--- config.mk ---
export PLATFORM = sky130hd
export DESIGN_NAME = lutcell_top
export DESIGN_NICKNAME = d
export VERILOG_FILES = /design/src/rtl/lutcell_pkg.sv /design/src/rtl/lutcell_ctrl.sv /design/src/rtl/lutcell_dp.sv /design/src/rtl/lutcell_top.sv
export SDC_FILE = /design/constraint.sdc
export NUM_CORES = 1
export LEC_CHECK = 0
export BUFFER_PORTS_ARGS = -buffer_cell sky130_fd_sc_hd__buf_4
export CAP_MARGIN = 10
export CORE_MARGIN = 2
export CORE_UTILIZATION = 54
export CTS_BUF_LIST = sky130_fd_sc_hd__clkbuf_4 sky130_fd_sc_hd__clkbuf_8
export DETAILED_ROUTE_END_ITERATION = 8
export GPL_TIMING_DRIVEN = 0
export PLACE_DENSITY_LB_ADDON = 0.12
export SLEW_MARGIN = 10
export SYNTH_ARGS = -nofsm -noshare
export SYNTH_HDL_FRONTEND = slang
export SYNTH_SLANG_ARGS = --single-unit
--- constraint.sdc ---
create_clock -name clk -period 4.4 [get_ports clk]
set_input_delay 0 -clock clk [delete_from_list [all_inputs] [get_ports clk]]
set_output_delay 0 -clock clk [all_outputs]
set_load 0.02 [all_outputs]
--- src/rtl/lutcell_pkg.sv ---
`timescale 1ns/1ps
package lutcell_pkg;

  typedef enum logic [1:0] {
    MODE_ROM   = 2'd0,
    MODE_RAM   = 2'd1,
    MODE_SHIFT = 2'd2
  } cellMode_t;

  typedef struct packed {
    logic cfgShift;  // configuration shift this edge
    logic ramWr;     // single-entry write this edge
    logic shStep;    // user shift this edge
    logic ffForce;   // flip-flop forced to srLevel
    logic ffLoad;    // flip-flop captures look-up value
  } cellStrobe_t;

endpackage

--- src/rtl/lutcell_ctrl.sv ---
`timescale 1ns/1ps
module lutcell_ctrl
  import lutcell_pkg::*;
(
  input  logic [1:0]  storeMode,
  input  logic        cfgEn,
  input  logic        wrEn,
  input  logic        shEn,
  input  logic        ce,
  input  logic        sr,
  output cellStrobe_t strobe
);

  logic isRam;
  logic isShift;

  assign isRam   = (storeMode == MODE_RAM);
  assign isShift = (storeMode == MODE_SHIFT);

  always_comb begin
    strobe          = '0;
    strobe.cfgShift = cfgEn;
    strobe.ramWr    = !cfgEn && isRam && wrEn;
    strobe.shStep   = !cfgEn && isShift && shEn;
    strobe.ffForce  = sr;
    strobe.ffLoad   = !sr && ce;
  end

endmodule

--- src/rtl/lutcell_dp.sv ---
`timescale 1ns/1ps
module lutcell_dp
  import lutcell_pkg::*;
#(
  parameter int ADDR_W = 4
) (
  input  logic                       clk,
  input  logic                       rstN,
  input  cellStrobe_t                strobe,
  input  logic [ADDR_W-1:0]          addr,
  input  logic                       cfgBit,
  input  logic                       wrData,
  input  logic                       shIn,
  input  logic                       srLevel,
  input  logic                       outSel,
  output logic                       lutOut,
  output logic                       cellOut,
  output logic                       shOut,
  output logic [(1<<ADDR_W)-1:0]     memBits,
  output logic                       ffQ
);

  localparam int DEPTH = 1 << ADDR_W;

  logic [DEPTH-1:0] mem;
  logic [DEPTH-1:0] memNext;
  logic             shiftAny;
  logic             headBit;

  assign shiftAny = strobe.cfgShift || strobe.shStep;
  assign headBit  = strobe.cfgShift ? cfgBit : shIn;

  for (genvar i = 0; i < DEPTH; i++) begin : g_entry
    logic lowerBit;
    if (i == 0) begin : g_head
      assign lowerBit = headBit;
    end else begin : g_body
      assign lowerBit = mem[i-1];
    end
    assign memNext[i] = shiftAny ? lowerBit :
                        (strobe.ramWr && (addr == ADDR_W'(i))) ? wrData :
                        mem[i];
  end

  always_ff @(posedge clk or negedge rstN) begin
    if (!rstN) mem <= '0;
    else       mem <= memNext;
  end

  assign lutOut = mem[addr];

  always_ff @(posedge clk or negedge rstN) begin
    if (!rstN)               ffQ <= 1'b0;
    else if (strobe.ffForce) ffQ <= srLevel;
    else if (strobe.ffLoad)  ffQ <= lutOut;
  end

  assign cellOut = outSel ? ffQ : lutOut;
  assign shOut   = mem[DEPTH-1];
  assign memBits = mem;

endmodule

--- src/rtl/lutcell_top.sv ---
`timescale 1ns/1ps
module lutcell_top
  import lutcell_pkg::*;
#(
  parameter int ADDR_W = 4
) (
  input  logic              clk,
  input  logic              rstN,
  input  logic [ADDR_W-1:0] dIn,
  input  logic              cfgEn,
  input  logic              cfgBit,
  input  logic [1:0]        storeMode,
  input  logic              wrEn,
  input  logic              wrData,
  input  logic              shEn,
  input  logic              shIn,
  input  logic              ce,
  input  logic              sr,
  input  logic              srLevel,
  input  logic              outSel,
  output logic              lutOut,
  output logic              cellOut,
  output logic              shOut
);

  localparam int DEPTH = 1 << ADDR_W;

  cellStrobe_t      strobe;
  logic [DEPTH-1:0] memBits;
  logic             ffQ;

  lutcell_ctrl u_ctrl (
    .storeMode (storeMode),
    .cfgEn     (cfgEn),
    .wrEn      (wrEn),
    .shEn      (shEn),
    .ce        (ce),
    .sr        (sr),
    .strobe    (strobe)
  );

  lutcell_dp #(.ADDR_W(ADDR_W)) u_dp (
    .clk     (clk),
    .rstN    (rstN),
    .strobe  (strobe),
    .addr    (dIn),
    .cfgBit  (cfgBit),
    .wrData  (wrData),
    .shIn    (shIn),
    .srLevel (srLevel),
    .outSel  (outSel),
    .lutOut  (lutOut),
    .cellOut (cellOut),
    .shOut   (shOut),
    .memBits (memBits),
    .ffQ     (ffQ)
  );

endmodule

==> metrics.cfg <==
[run_status]
status=finished clean

[setup_path]
crit_start=u_dp.memBits[9]
path_cells=mux4_1, a22oi_2, nand2_2, mux2_2, buf_4
critPathCapture=cellOut
timing.rr.end=u_dp.memBits[0]
worst_r2r_startpoint=u_dp.memBits[0]
r2r_cells=3
critPathSlowestCell=mux4_1
cp-start-kind=flip-flop
slowest_delay_ns=0.53
cp_max_fo=3
worstPathArrival_ns=1.91
crit_type=flip-flop to primary output
critPathRequiredTime_ns=4.40
crit_buf_inv=1
critPathCaptureType=primary output
reg2reg_setup_slack_ns=2.75
crit_cells=5
path_delay_family=multiplexers

[clock_tree]
clockRootBuffer=clkbuf_4
cts_max_level=1
clk_latency_ns=0.29
clk_pin_slew_worst_paths_ns=0.09
clock_tree.buffer_depth=2
cts_tree=built
post_cts_resized=0
clock_sinks=17
numCtsBuffers=3

[power]
power_density_nw_per_um2=302
peakVddDrop_uv=221
leakagePower_nw=0.600

[global_route]
use_met2_pct=35.1
grtUsageMet3_pct=5.15
antenna_found_initial=0
gr-total-overflow=0
grt_max_degree=18
grt-busiest-layer=met2
grt_pass1_vias=909
use_met1_pct=30.1
grt_pass1_wl_um=4170
gr-usage-all-layers_pct=21.9

[yosys]
synth_fa_ha_area_share_pct=0
synthMuxAreaShare_pct=23.6
synth_area_leader_cell=dfrtp_1
ys_top_cells_by_count=19 x nor2_1, 17 x dfrtp_1, 15 x a21oi_1, 15 x mux2i_1, 8 x nand4b_1
synth_cells=111
synth-seq-cells=17
yosys.area_share.simple_pct=23.3
netlist-cell-type-count=25
synth_edf_count=0
synthesis.area_um2=1130
synthXorXnorAreaFrac_pct=0
synth_compound_area_share_pct=11.3
synth.most_common_cell=nor2_1
seq_area_frac_synth_pct=37.7
yosysWarnings=0
synth.area.top_cells=dfrtp_1 38%, mux2i_1 13%, a21oi_1 6.6%
synthArstFlopShare_pct=100
synth_top_family_by_area=multiplexers
synth_ff_type=dfrtp_1
yosysTopAreaCellShare_pct=37.7
synth.net_count=129
syn_avg_cell_area_um2=10.2

[timing]
slew_violations=0
fin_crit_ns=1.91
fmax_mhz=523
setup_viol=0
tightest_slew_ns=0.511
fin_skew_ns=0.00220
finalCritPeriodShare_pct=43.5
finalHoldViolCount=0
slew_headroom_pct=65.9
rsz0062_at_grt=false
tns_ns=0

[placement]
hpwl_um=1780
io_buffers=20
place.gp.congestion=0.832
dp_cells=158

[route]
drt_iter0_markers=47
ant_nets=0
avgRoutedWirePerCell_um=15.3
first_pass_iters=4
drc=0
vias=989
detail_route.vias_per_cell=5.96
wl_um=2540

[layout]
num-fill-cells=154
area_delta_synth_final_pct=22.3
layout-drive-gt1-share_pct=25.9
stdcell_count=166
finish.net_count=158
num_antenna_cells=0

[floorplanning]
initial_core_util_pct=57.6
num_rows=16
core_um2=1960
io_pins=21
die_h_um=49.7
die_width_um=49.7
dieArea_um2=2470

[job]
maxCapViolCount=0

[min_path]
min_path_type=input port to flip-flop

metrics by stage:
| step | power (mW) | cell area (um^2) | util (%) | hold WS, ns | worst slack [ns] |
|---|---|---|---|---|---|
| 3_3_place_gp | 0.330 | 1310 | 67.0 | -0.126 | 2.75 |
| 4_1_cts | 0.421 | 1380 | 70.4 | 0.0232 | 2.50 |
| 3_5_place_dp | 0.336 | 1310 | 67.0 | -0.123 | 2.80 |
| 6_report | 0.418 | 1380 | 70.4 | 0.0217 | 2.49 |
| 5_1_grt | 0.443 | 1380 | 70.4 | 0.0296 | 2.43 |
| 2_1_floorplan | 0.288 | 1130 | - | -0.296 | 2.86 |
registers in the layout, summed over array words and instances, names as in the netlist:
signal        flops
u_dp.ffQ          1
u_dp.memBits     16
power breakdown:
part	switching, mW	internal, mW	total, mW
Sequential	0.0235	0.185	0.208
Clock	0.0475	0.0338	0.0813
Combinational	0.0611	0.0667	0.128
Total	0.132	0.285	0.418
cell families (layout without fill, tap and decap cells):
group,Yosys count,in the layout
and+or+nand+nor,43,43
DFF,17,17
AOI/OAI and AO/OA,20,20
buffers and inverters,10,38
muxes,21,21
worst min path at each step:
stage          from              end  slack [ns]  cells past startpoint
3_5_place_dp   rstN  u_dp.memBits[0]       -0.12                      1
2_1_floorplan  rstN         u_dp.ffQ       -0.30                      0
4_1_cts          sr         u_dp.ffQ        0.02                      3
6_report         sr         u_dp.ffQ        0.02                      3
3_3_place_gp   rstN  u_dp.memBits[0]       -0.13                      1
5_1_grt          sr         u_dp.ffQ        0.03                      3
layer usage:
layer | wire length (um) | up-vias
met5 | 0 | -
met4 | 9 | 0
met3 | 196 | 3
met2 | 1150 | 43
met1 | 1180 | 468
li1 | - | 475
cell usage in the layout (no fill, tap or decap):
cell,n
nand4bb_1,1
mux2i_1,15
clkbuf_4,3
a22oi_2,2
nand2_1,1
mux4_1,1
clkbuf_1,6
a22o_1,1
nor4b_1,4
a21oi_1,15
and4bb_2,1
dfrtp_1,17
dlygate4sd3_1,4
nor2b_1,2
inv_1,1
a221o_1,1
mux2_2,2
nand4b_1,8
mux4_2,3
and2_1,1
buf_2,2
nor2_1,19
clkinv_2,1
a31o_1,1
and3b_1,1
nand2_2,1
nand4_1,4
buf_4,20
buf_6,1
worst register-to-register path, cell delays in order, from the launching register on:
cell           delay [ns]
dfrtp_1              0.41
mux2_2               0.27
a221o_1              0.31
dlygate4sd3_1        0.55
timing repair:
item	in CTS	in global routing
endpoints found under the hold margin	19	0
hold buffers	4	0
setup endpoints to repair	0	0
buffers inserted	0	0
final cells by class:
class                   instances  area, um^2  share of cell area [%]
repair buffers                 24         190                    13.8
plain buffers                   9        43.8                    3.17
multi-input cells              84         657                    47.6
well taps                      27        33.8                    2.45
clock inverters                 1        5.00                   0.362
clock buffers                   3        22.5                    1.63
inverters                       1        3.75                   0.272
flip-flops and latches         17         425                    30.8
(Power assumes the default switching activity.)
